[src/rtl/sram_lane_pkg.sv]
package sram_lane_pkg;
    typedef enum logic [1:0] {
        CYC_IDLE = 2'd0,
        CYC_RD   = 2'd1,
        CYC_WR   = 2'd2
    } cyc_e;
endpackage

[src/rtl/lane_wr_decode.sv]
module lane_wr_decode #(
    parameter int LANES = 4
) (
    input  logic             gw_n,
    input  logic             bw_n,
    input  logic [LANES-1:0] bsel_n,
    output logic             is_wr,
    output logic [LANES-1:0] lanes
);
    always_comb begin
        if (!gw_n) begin
            is_wr = 1'b1;
            lanes = '1;
        end else if (!bw_n) begin
            is_wr = 1'b1;
            lanes = ~bsel_n;
        end else begin
            is_wr = 1'b0;
            lanes = '0;
        end
    end
endmodule

[src/rtl/sleep_seq.sv]
module sleep_seq #(
    parameter int SLEEP_DLY = 2,
    parameter int REC_CYC   = 4
) (
    input  logic clk,
    input  logic rst_n,
    input  logic zz_i,
    output logic asleep_o,
    output logic hold_o,
    output logic recov_o
);
    localparam int EW = (SLEEP_DLY > 1) ? $clog2(SLEEP_DLY) : 1;
    localparam int RW = $clog2(REC_CYC + 1);

    typedef struct packed {
        logic          s1;
        logic          s2;
        logic [EW-1:0] ent;
        logic          asleep;
        logic [RW-1:0] rec;
    } slp_s;

    slp_s st_d, st_q;

    always_comb begin
        st_d    = st_q;
        st_d.s1 = zz_i;
        st_d.s2 = st_q.s1;
        if (st_q.asleep) begin
            st_d.ent = '0;
            st_d.rec = '0;
            if (!st_q.s2) begin
                st_d.asleep = 1'b0;
                st_d.rec    = RW'(REC_CYC);
            end
        end else begin
            if (st_q.rec != '0) st_d.rec = st_q.rec - 1'b1;
            if (st_q.s2) begin
                if (st_q.ent == EW'(SLEEP_DLY - 1)) begin
                    st_d.asleep = 1'b1;
                    st_d.ent    = '0;
                end else begin
                    st_d.ent = st_q.ent + 1'b1;
                end
            end else begin
                st_d.ent = '0;
            end
        end
    end

    always_ff @(posedge clk or negedge rst_n) begin
        if (!rst_n) st_q <= '0;
        else        st_q <= st_d;
    end

    assign asleep_o = st_q.asleep;
    assign hold_o   = st_q.asleep | st_d.asleep;
    assign recov_o  = (st_q.rec != '0);
endmodule

[src/rtl/lane_mem.sv]
module lane_mem #(
    parameter int LANES  = 4,
    parameter int LANE_W = 8,
    parameter int ADDR_W = 4
) (
    input  logic                      clk,
    input  logic [ADDR_W-1:0]         addr,
    input  logic [LANES-1:0]          we,
    input  logic [LANES*LANE_W-1:0]   wdata,
    output logic [LANES*LANE_W-1:0]   rdata
);
    localparam int DEPTH = 1 << ADDR_W;

    for (genvar g = 0; g < LANES; g++) begin : g_lane
        logic [LANE_W-1:0] arr [DEPTH];
        always_ff @(posedge clk) begin
            if (we[g]) arr[addr] <= wdata[g*LANE_W +: LANE_W];
        end
        assign rdata[g*LANE_W +: LANE_W] = arr[addr];
    end
endmodule

[src/rtl/sram_lane_ctrl.sv]
module sram_lane_ctrl #(
    parameter int LANES     = 4,
    parameter int LANE_W    = 8,
    parameter int ADDR_W    = 4,
    parameter int SLEEP_DLY = 2,
    parameter int REC_CYC   = 4
) (
    input  logic                     clk,
    input  logic                     rst_n,
    input  logic                     zz_i,
    input  logic                     sel_i,
    input  logic [ADDR_W-1:0]        addr_i,
    input  logic                     gw_n,
    input  logic                     bw_n,
    input  logic [LANES-1:0]         bsel_n,
    input  logic                     oe_n,
    input  logic [LANES*LANE_W-1:0]  wdata_i,
    output logic [LANES*LANE_W-1:0]  rdata_o,
    output logic                     dq_oe,
    output logic [LANES-1:0]         wstrb_o,
    output logic                     asleep_o,
    output logic                     wr_err_o
);
    import sram_lane_pkg::*;

    localparam int DW = LANES * LANE_W;

    typedef struct packed {
        cyc_e              kind;
        logic [ADDR_W-1:0] addr;
        logic [DW-1:0]     wdata;
        logic [LANES-1:0]  strb;
        logic              err;
    } cyc_s;

    cyc_s cy_d, cy_q;

    logic             is_wr;
    logic [LANES-1:0] dec_lanes;
    logic             hold;
    logic             wr_block;
    logic             accept;

    lane_wr_decode #(.LANES(LANES)) u_dec (
        .gw_n   (gw_n),
        .bw_n   (bw_n),
        .bsel_n (bsel_n),
        .is_wr  (is_wr),
        .lanes  (dec_lanes)
    );

    sleep_seq #(.SLEEP_DLY(SLEEP_DLY), .REC_CYC(REC_CYC)) u_slp (
        .clk      (clk),
        .rst_n    (rst_n),
        .zz_i     (zz_i),
        .asleep_o (asleep_o),
        .hold_o   (hold),
        .recov_o  (wr_block)
    );

    assign accept = ~hold;

    always_comb begin
        cy_d      = cy_q;
        cy_d.kind = CYC_IDLE;
        cy_d.strb = '0;
        if (accept && sel_i) begin
            cy_d.addr = addr_i;
            if (is_wr) begin
                if (wr_block) begin
                    cy_d.err = 1'b1;
                end else begin
                    cy_d.kind  = CYC_WR;
                    cy_d.wdata = wdata_i;
                    cy_d.strb  = dec_lanes;
                end
            end else begin
                cy_d.kind = CYC_RD;
            end
        end
    end

    always_ff @(posedge clk or negedge rst_n) begin
        if (!rst_n) begin
            cy_q.kind  <= CYC_IDLE;
            cy_q.addr  <= '0;
            cy_q.wdata <= '0;
            cy_q.strb  <= '0;
            cy_q.err   <= 1'b0;
        end else begin
            cy_q <= cy_d;
        end
    end

    lane_mem #(.LANES(LANES), .LANE_W(LANE_W), .ADDR_W(ADDR_W)) u_mem (
        .clk   (clk),
        .addr  (cy_q.addr),
        .we    (cy_q.strb),
        .wdata (cy_q.wdata),
        .rdata (rdata_o)
    );

    assign wstrb_o  = cy_q.strb;
    assign wr_err_o = cy_q.err;
    assign dq_oe    = (cy_q.kind == CYC_RD) && !oe_n && !asleep_o;
endmodule

[config.mk]
export PLATFORM = sky130hd
export DESIGN_NAME = sram_lane_ctrl
export DESIGN_NICKNAME = d
export VERILOG_FILES = /design/src/rtl/sram_lane_pkg.sv /design/src/rtl/lane_wr_decode.sv /design/src/rtl/sleep_seq.sv /design/src/rtl/lane_mem.sv /design/src/rtl/sram_lane_ctrl.sv
export SDC_FILE = /design/constraint.sdc
export NUM_CORES = 1
export LEC_CHECK = 0
export BUFFER_PORTS_ARGS = -buffer_cell sky130_fd_sc_hd__buf_2
export CAP_MARGIN = 20
export CORE_ASPECT_RATIO = 1.4
export CORE_MARGIN = 1.5
export CORE_UTILIZATION = 61
export CTS_CLUSTER_SIZE = 40
export DETAILED_ROUTE_END_ITERATION = 10
export GPL_ROUTABILITY_DRIVEN = 0
export HOLD_SLACK_MARGIN = 0.02
export PLACE_DENSITY_LB_ADDON = 0.15
export SYNTH_ARGS = -nofsm -noshare
export SYNTH_HDL_FRONTEND = slang
export SYNTH_SLANG_ARGS = --single-unit
export TNS_END_PERCENT = 100
[constraint.sdc]
create_clock -name clk -period 2.3 [get_ports clk]
set_input_delay 0.345 -clock clk [delete_from_list [all_inputs] [get_ports clk]]
set_output_delay 0.345 -clock clk [all_outputs]
set_load 0.02 [all_outputs]
# Word level (Yosys, flattened, before mapping)
# Memory sizes are Yosys's and may differ from the RTL's.
# Cells that the tools add are included.
op_classes:
  add_sub_neg: 2
  n_eq_ne: 1
  muxes: 25
  bitwise: 4
  n_reduce_logical: 9
ops:
  columns: ["op", "count"]
  rows:
  - ["$mux W43", 1]
  - ["$mux W37", 1]
  - ["$mux W36", 1]
  - ["$mux W1", 15]
  - ["$mux W4", 3]
  - ["$reduce_and A3 Y1", 2]
  - ["$mux W5", 1]
  - ["$mux W2", 2]
  - ["$not A4 Y4", 1]
  - ["$logic_and A1 B1 Y1", 3]
  - ["$mux W3", 1]
  - ["$reduce_bool A3 Y1", 1]
  - ["$sub A3 B1 Y3 const B", 1]
  - ["$eq A2 B1 Y1 const B", 1]
  - ["$logic_not A1 Y1", 2]
  - ["$not A1 Y1", 2]
  - ["$reduce_bool A2 Y1", 1]
  - ["$add A1 B1 Y1 const B", 1]
  - ["$or A1 B1 Y1", 1]
totals:
  regBits: 50
  ram_bits: 512
  input_bits: 47
  out_inout_bits: 39
  wordCells: 55
  mem_count: 4
memory_table:
  columns: ["memory", "depth", "word_bits", "read_ports", "rd_ports_with_merged_regs", "wr", "line", "rtl"]
  rows:
  - ["u_mem.g_lane[0].arr", 16, 8, 1, 0, 1, "lane_mem.sv:15", "logic [LANE_W-1:0] arr [DEPTH];"]
  - ["u_mem.g_lane[1].arr", 16, 8, 1, 0, 1, "lane_mem.sv:15", null]
  - ["u_mem.g_lane[2].arr", 16, 8, 1, 0, 1, "lane_mem.sv:15", null]
  - ["u_mem.g_lane[3].arr", 16, 8, 1, 0, 1, "lane_mem.sv:15", null]

# Depth between registers and ports, before layout
depth:
  ltp_word: 8
  depth_mapped: 6
  mapped_depth_nobuf: 5

# Cells and area by module
# From an unflattened synthesis, not the netlist that was laid out.
unflattened:
  hier_cells: 1004
  area_unflattened_um2: 21549.4
modules_own_cells:
  columns: ["module", "instances", "cells_each", "area_per_inst_um2", "seq_area_each_um2"]
  rows:
  - ["lane_mem", 1, 879, 19484.9, 15374.7]
  - ["sram_lane_ctrl", 1, 97, 1740.4, 1076.0]
  - ["sleep_seq", 1, 23, 300.3, 175.2]
  - ["lane_wr_decode", 1, 5, 23.8, 0.0]

# Worst setup path before layout
# OpenSTA, ideal clock, no wires.
synth_timing:
  kind: "reg-to-output"
  startpoint: "register cy_q[37] (netlist name)"
  endpoint: "output port rdata_o[0]"
  arrival_time_ns: 1.621
  required_ns: 1.955
  slack_ns: 0.334
  path_stages_with_launch: 6
  n_path_buf: 2
  path_cell_list: "dfrtp_1 > buf_2 > buf_2 > mux4_2 > a22oi_1 > nand2_1"
synth_between:
  elab_chain_cells: 1
synth_rtl:
  columns: ["element", "line", "rtl"]
  rows:
  - ["$mem_v2 Z16 W8", null, null]
  - ["to (decl)", "sram_lane_ctrl.sv:18", "output logic [LANES*LANE_W-1:0] rdata_o,"]
# No other way between the ends.

# Worst setup path after layout
layout_timing:
  startpoint: "register cy_q[37] (netlist name)"
  endpoint: "output port rdata_o[24]"
layout_between:
  elab_chain_cells: 1
layout_rtl:
  columns: ["element"]
  rows:
  - ["$mem_v2 Z16 W8"]
# No other way between the ends.

==> impl_metrics.tcl <==
set metrics [dict create \
    antenna_found_initial 0 \
    grt.total_usage_pct 26.6 \
    fmax_mhz 360 \
    crit_required_ns 1.96 \
    row_count 80 \
    synth-edff-count 512 \
    irDropWorstVdd_v 0.000968 \
    power_frac_seq_pct 53.3 \
    core_area_mm2 0.0343 \
    clk_latency_ns 0.57 \
    yosys_warnings 0 \
    period_minus_slack_ns 2.78 \
    p_clk_share_pct 30.5 \
    synthArstFlopShare_pct 8.90 \
    layout_commonest_cell "edfxtp_1" \
    tns_ns -13.51 \
    critPathSlowestCell "mux4_2" \
    max_slew_margin_pct 49.2 \
    setup_ws_ns -0.481 \
    worst_pin_slew_ns 0.762 \
    dp_cells 1572 \
    p_per_area_mw_per_mm2 1040 \
    cts_sinks 562 \
    r2r_start "cy_q[37]$_DFFE_PN0P_" \
    final_util_pct 75.4 \
    ys_ff_latch 562 \
    die_w_um 161 \
    min_from "addr_i[0]" \
    power_mw 27.0 \
    r2r-end "u_mem.g_lane[0].arr[13][3]$_DFFE_PP_" \
    tritoncts "built" \
    crit_buf_inv 3 \
    cts_buffers 50 \
    synth_ff_type "edfxtp_1" \
    regToRegSetupSlack_ns 0.11 \
    setup_viol 32 \
    pwr-share-comb_pct 16.2 \
    violations "negative setup slack" \
    ctsRootBufferMaster "clkbuf_16" \
    pin_count 86 \
    vias 10800 \
    mostFrequentLayoutCells "512 x edfxtp_1, 128 x mux4_2, 90 x buf_4" \
    crit_fanout 9 \
    dr.pass1.iters 6 \
    power_switching_mw 7.10 \
    avgSynthCellArea_um2 21.3 \
    syn_nets 1052 \
    wl_mm 46.5 \
    grt_pass1_vias 11400 \
    grt_max_degree 32 \
    antenna_cells 0 \
    hold_ws_ns 0.0475 \
    min_delay_worst_endpoint "cy_q[37]$_DFFE_PN0P_" \
    switching_share_pct 26.3 \
    final_cell_area_mm2 0.0259 \
    hp-class "in -> reg" \
    port_buffers 85 \
    ant_nets 0 \
    grt_overflow_total 0 \
    path_cells "buf_12, buf_16, mux4_2, a22oi_2, nand2_1, buf_2" \
    crit_arrival_ns 2.44 \
    layout-drive-gt1-share_pct 37.5 \
    synth_area_mm2 0.0214 \
    viasPerCell 6.21 \
    worst_setup_path_start_kind "flip-flop" \
    start_util_pct 62.3 \
    ys_seq_area_share_pct 77.8 \
    hold_viol 0 \
    finClkSkew_ns 0.0127 \
    p_int_mw 19.9 \
    post-route-period-util_pct 121 \
    critPathKind "reg -> out" \
    place_ws_ns 0.0545 \
    startpoint "cy_q[37]$_DFFE_PN0P_" \
    end_kind "primary output" \
    first_iter_violations 1037 \
    grt_pass1_wl_mm 69.2 \
    place_hpwl_mm 26.6 \
    reg2regPathDepth 6 \
    drcViolationCount 0 \
    clockBufferDepth 3 \
    final_cells 1735 \
    hold_depth 2 \
    synth_cell_types 30 \
    critPathMaxStageDelay_ns 0.52 \
    drv_cap 0 \
    critical-path-top-delay-family "buffers and inverters" \
    place_area_mm2 0.0230 \
    rsz0062_at_grt "true" \
    slew_violations 0 \
    clk_pin_slew_ns 0.06 \
    syn_to_final_growth_pct 21.1 \
    power.leakage_nw 8.81 \
    status "complete, but fails checks" \
    routedWlPerCell_um 26.8 \
    synth_cells 1003 \
    final_nets 1292 \
    die-area_mm2 0.0362 \
    fp.dieH_um 224 \
    htree_levels 2 \
]
-- layer usage --
metal / global-route usage [%] / wire, um
met1: 35.0 / 17500
met2: 46.2 / 25100
met3: 3.63 / 2700
met4: 9.05 / 1190
met5: 0 / 0
-- worst max-delay path by stage --
stage,cells after the start,to,slack [ns]
2_1_floorplan,5,rdata_o[0],0.33
3_3_place_gp,5,rdata_o[11],0.06
3_5_place_dp,6,rdata_o[23],0.05
4_1_cts,7,rdata_o[24],-0.50
5_1_grt,6,rdata_o[22],-0.54
6_report,6,rdata_o[24],-0.48
-- final cells by class --
type / instances / area (um^2)
clock inverter: 20 / 180
fill: 1874 / 8460
timing repair buffer: 249 / 2290
sequential: 562 / 16600
multi-input combinational: 377 / 4740
tap: 451 / 564
clock buffer: 73 / 1450
inverter: 3 / 11.3
-- worst register-to-register path: stages, from the launching register on --
cell     delay [ns]
dfrtp_4        0.50
buf_4          0.18
buf_16         0.17
nor2b_1        0.42
nand2_1        0.25
nor2_1         0.15
buf_4          0.22
-- sequential cells by signal, summed over array words and instances, names as in the netlist --
register / flops
u_mem.g_lane.arr: 512
u_slp.st_q: 5
u_slp.st_d: 1
wstrb_o: 4
u_slp.asleep_o: 1
cy_q: 38
wr_err_o: 1
-- power groups by stage --
stage          registers [mW]  clock network [mW]  logic, mW
4_1_cts                  14.4                8.34       4.21
3_5_place_dp             14.6                   0       3.55
3_3_place_gp             14.5                   0       3.50
5_1_grt                  14.5                8.73       4.63
2_1_floorplan            13.9                   0       2.46
6_report                 14.4                8.23       4.36
-- kinds of logic (layout without fill, tap and decap cells) --
family,count (synthesis),count (layout),share of synthesized area [%]
AOI/OAI and AO/OA,72,72,2.48
muxes,164,164,15.4
buffers and inverters,64,345,1.48
and+or+nand+nor,138,138,2.72
xor gates and xnor gates,1,1,0.0410
DFF,562,562,77.8
adders and majority gates,2,2,0.117
-- cells in the mapped netlist, types with 4 or more instances --
cell type    n  area [um^2]
nor2_1      68          255
buf_2       16         80.1
buf_4        5         37.5
nand2_1     47          176
a22oi_1     64          480
edfxtp_1   512        15400
buf_6        5         56.3
mux2_2      11          124
mux2_1      25          282
nand3_1      4         20.0
dfrtp_1     50         1250
nor2b_1      7         43.8
a21oi_1      5         25.0
clkbuf_1    33          124
mux4_2     128         2880
-- what timing repair did --
item | in CTS | in global routing
gates resized for setup | 71 | 27
endpoints found under the hold margin | 66 | 0
setup buffers | 17 | 0
setup endpoints to repair | 32 | 36
pin swaps | 28 | 13
hold buffers | 44 | 0
cloned | 6 | 4
No activity file was read; power rests on OpenSTA's default activity.
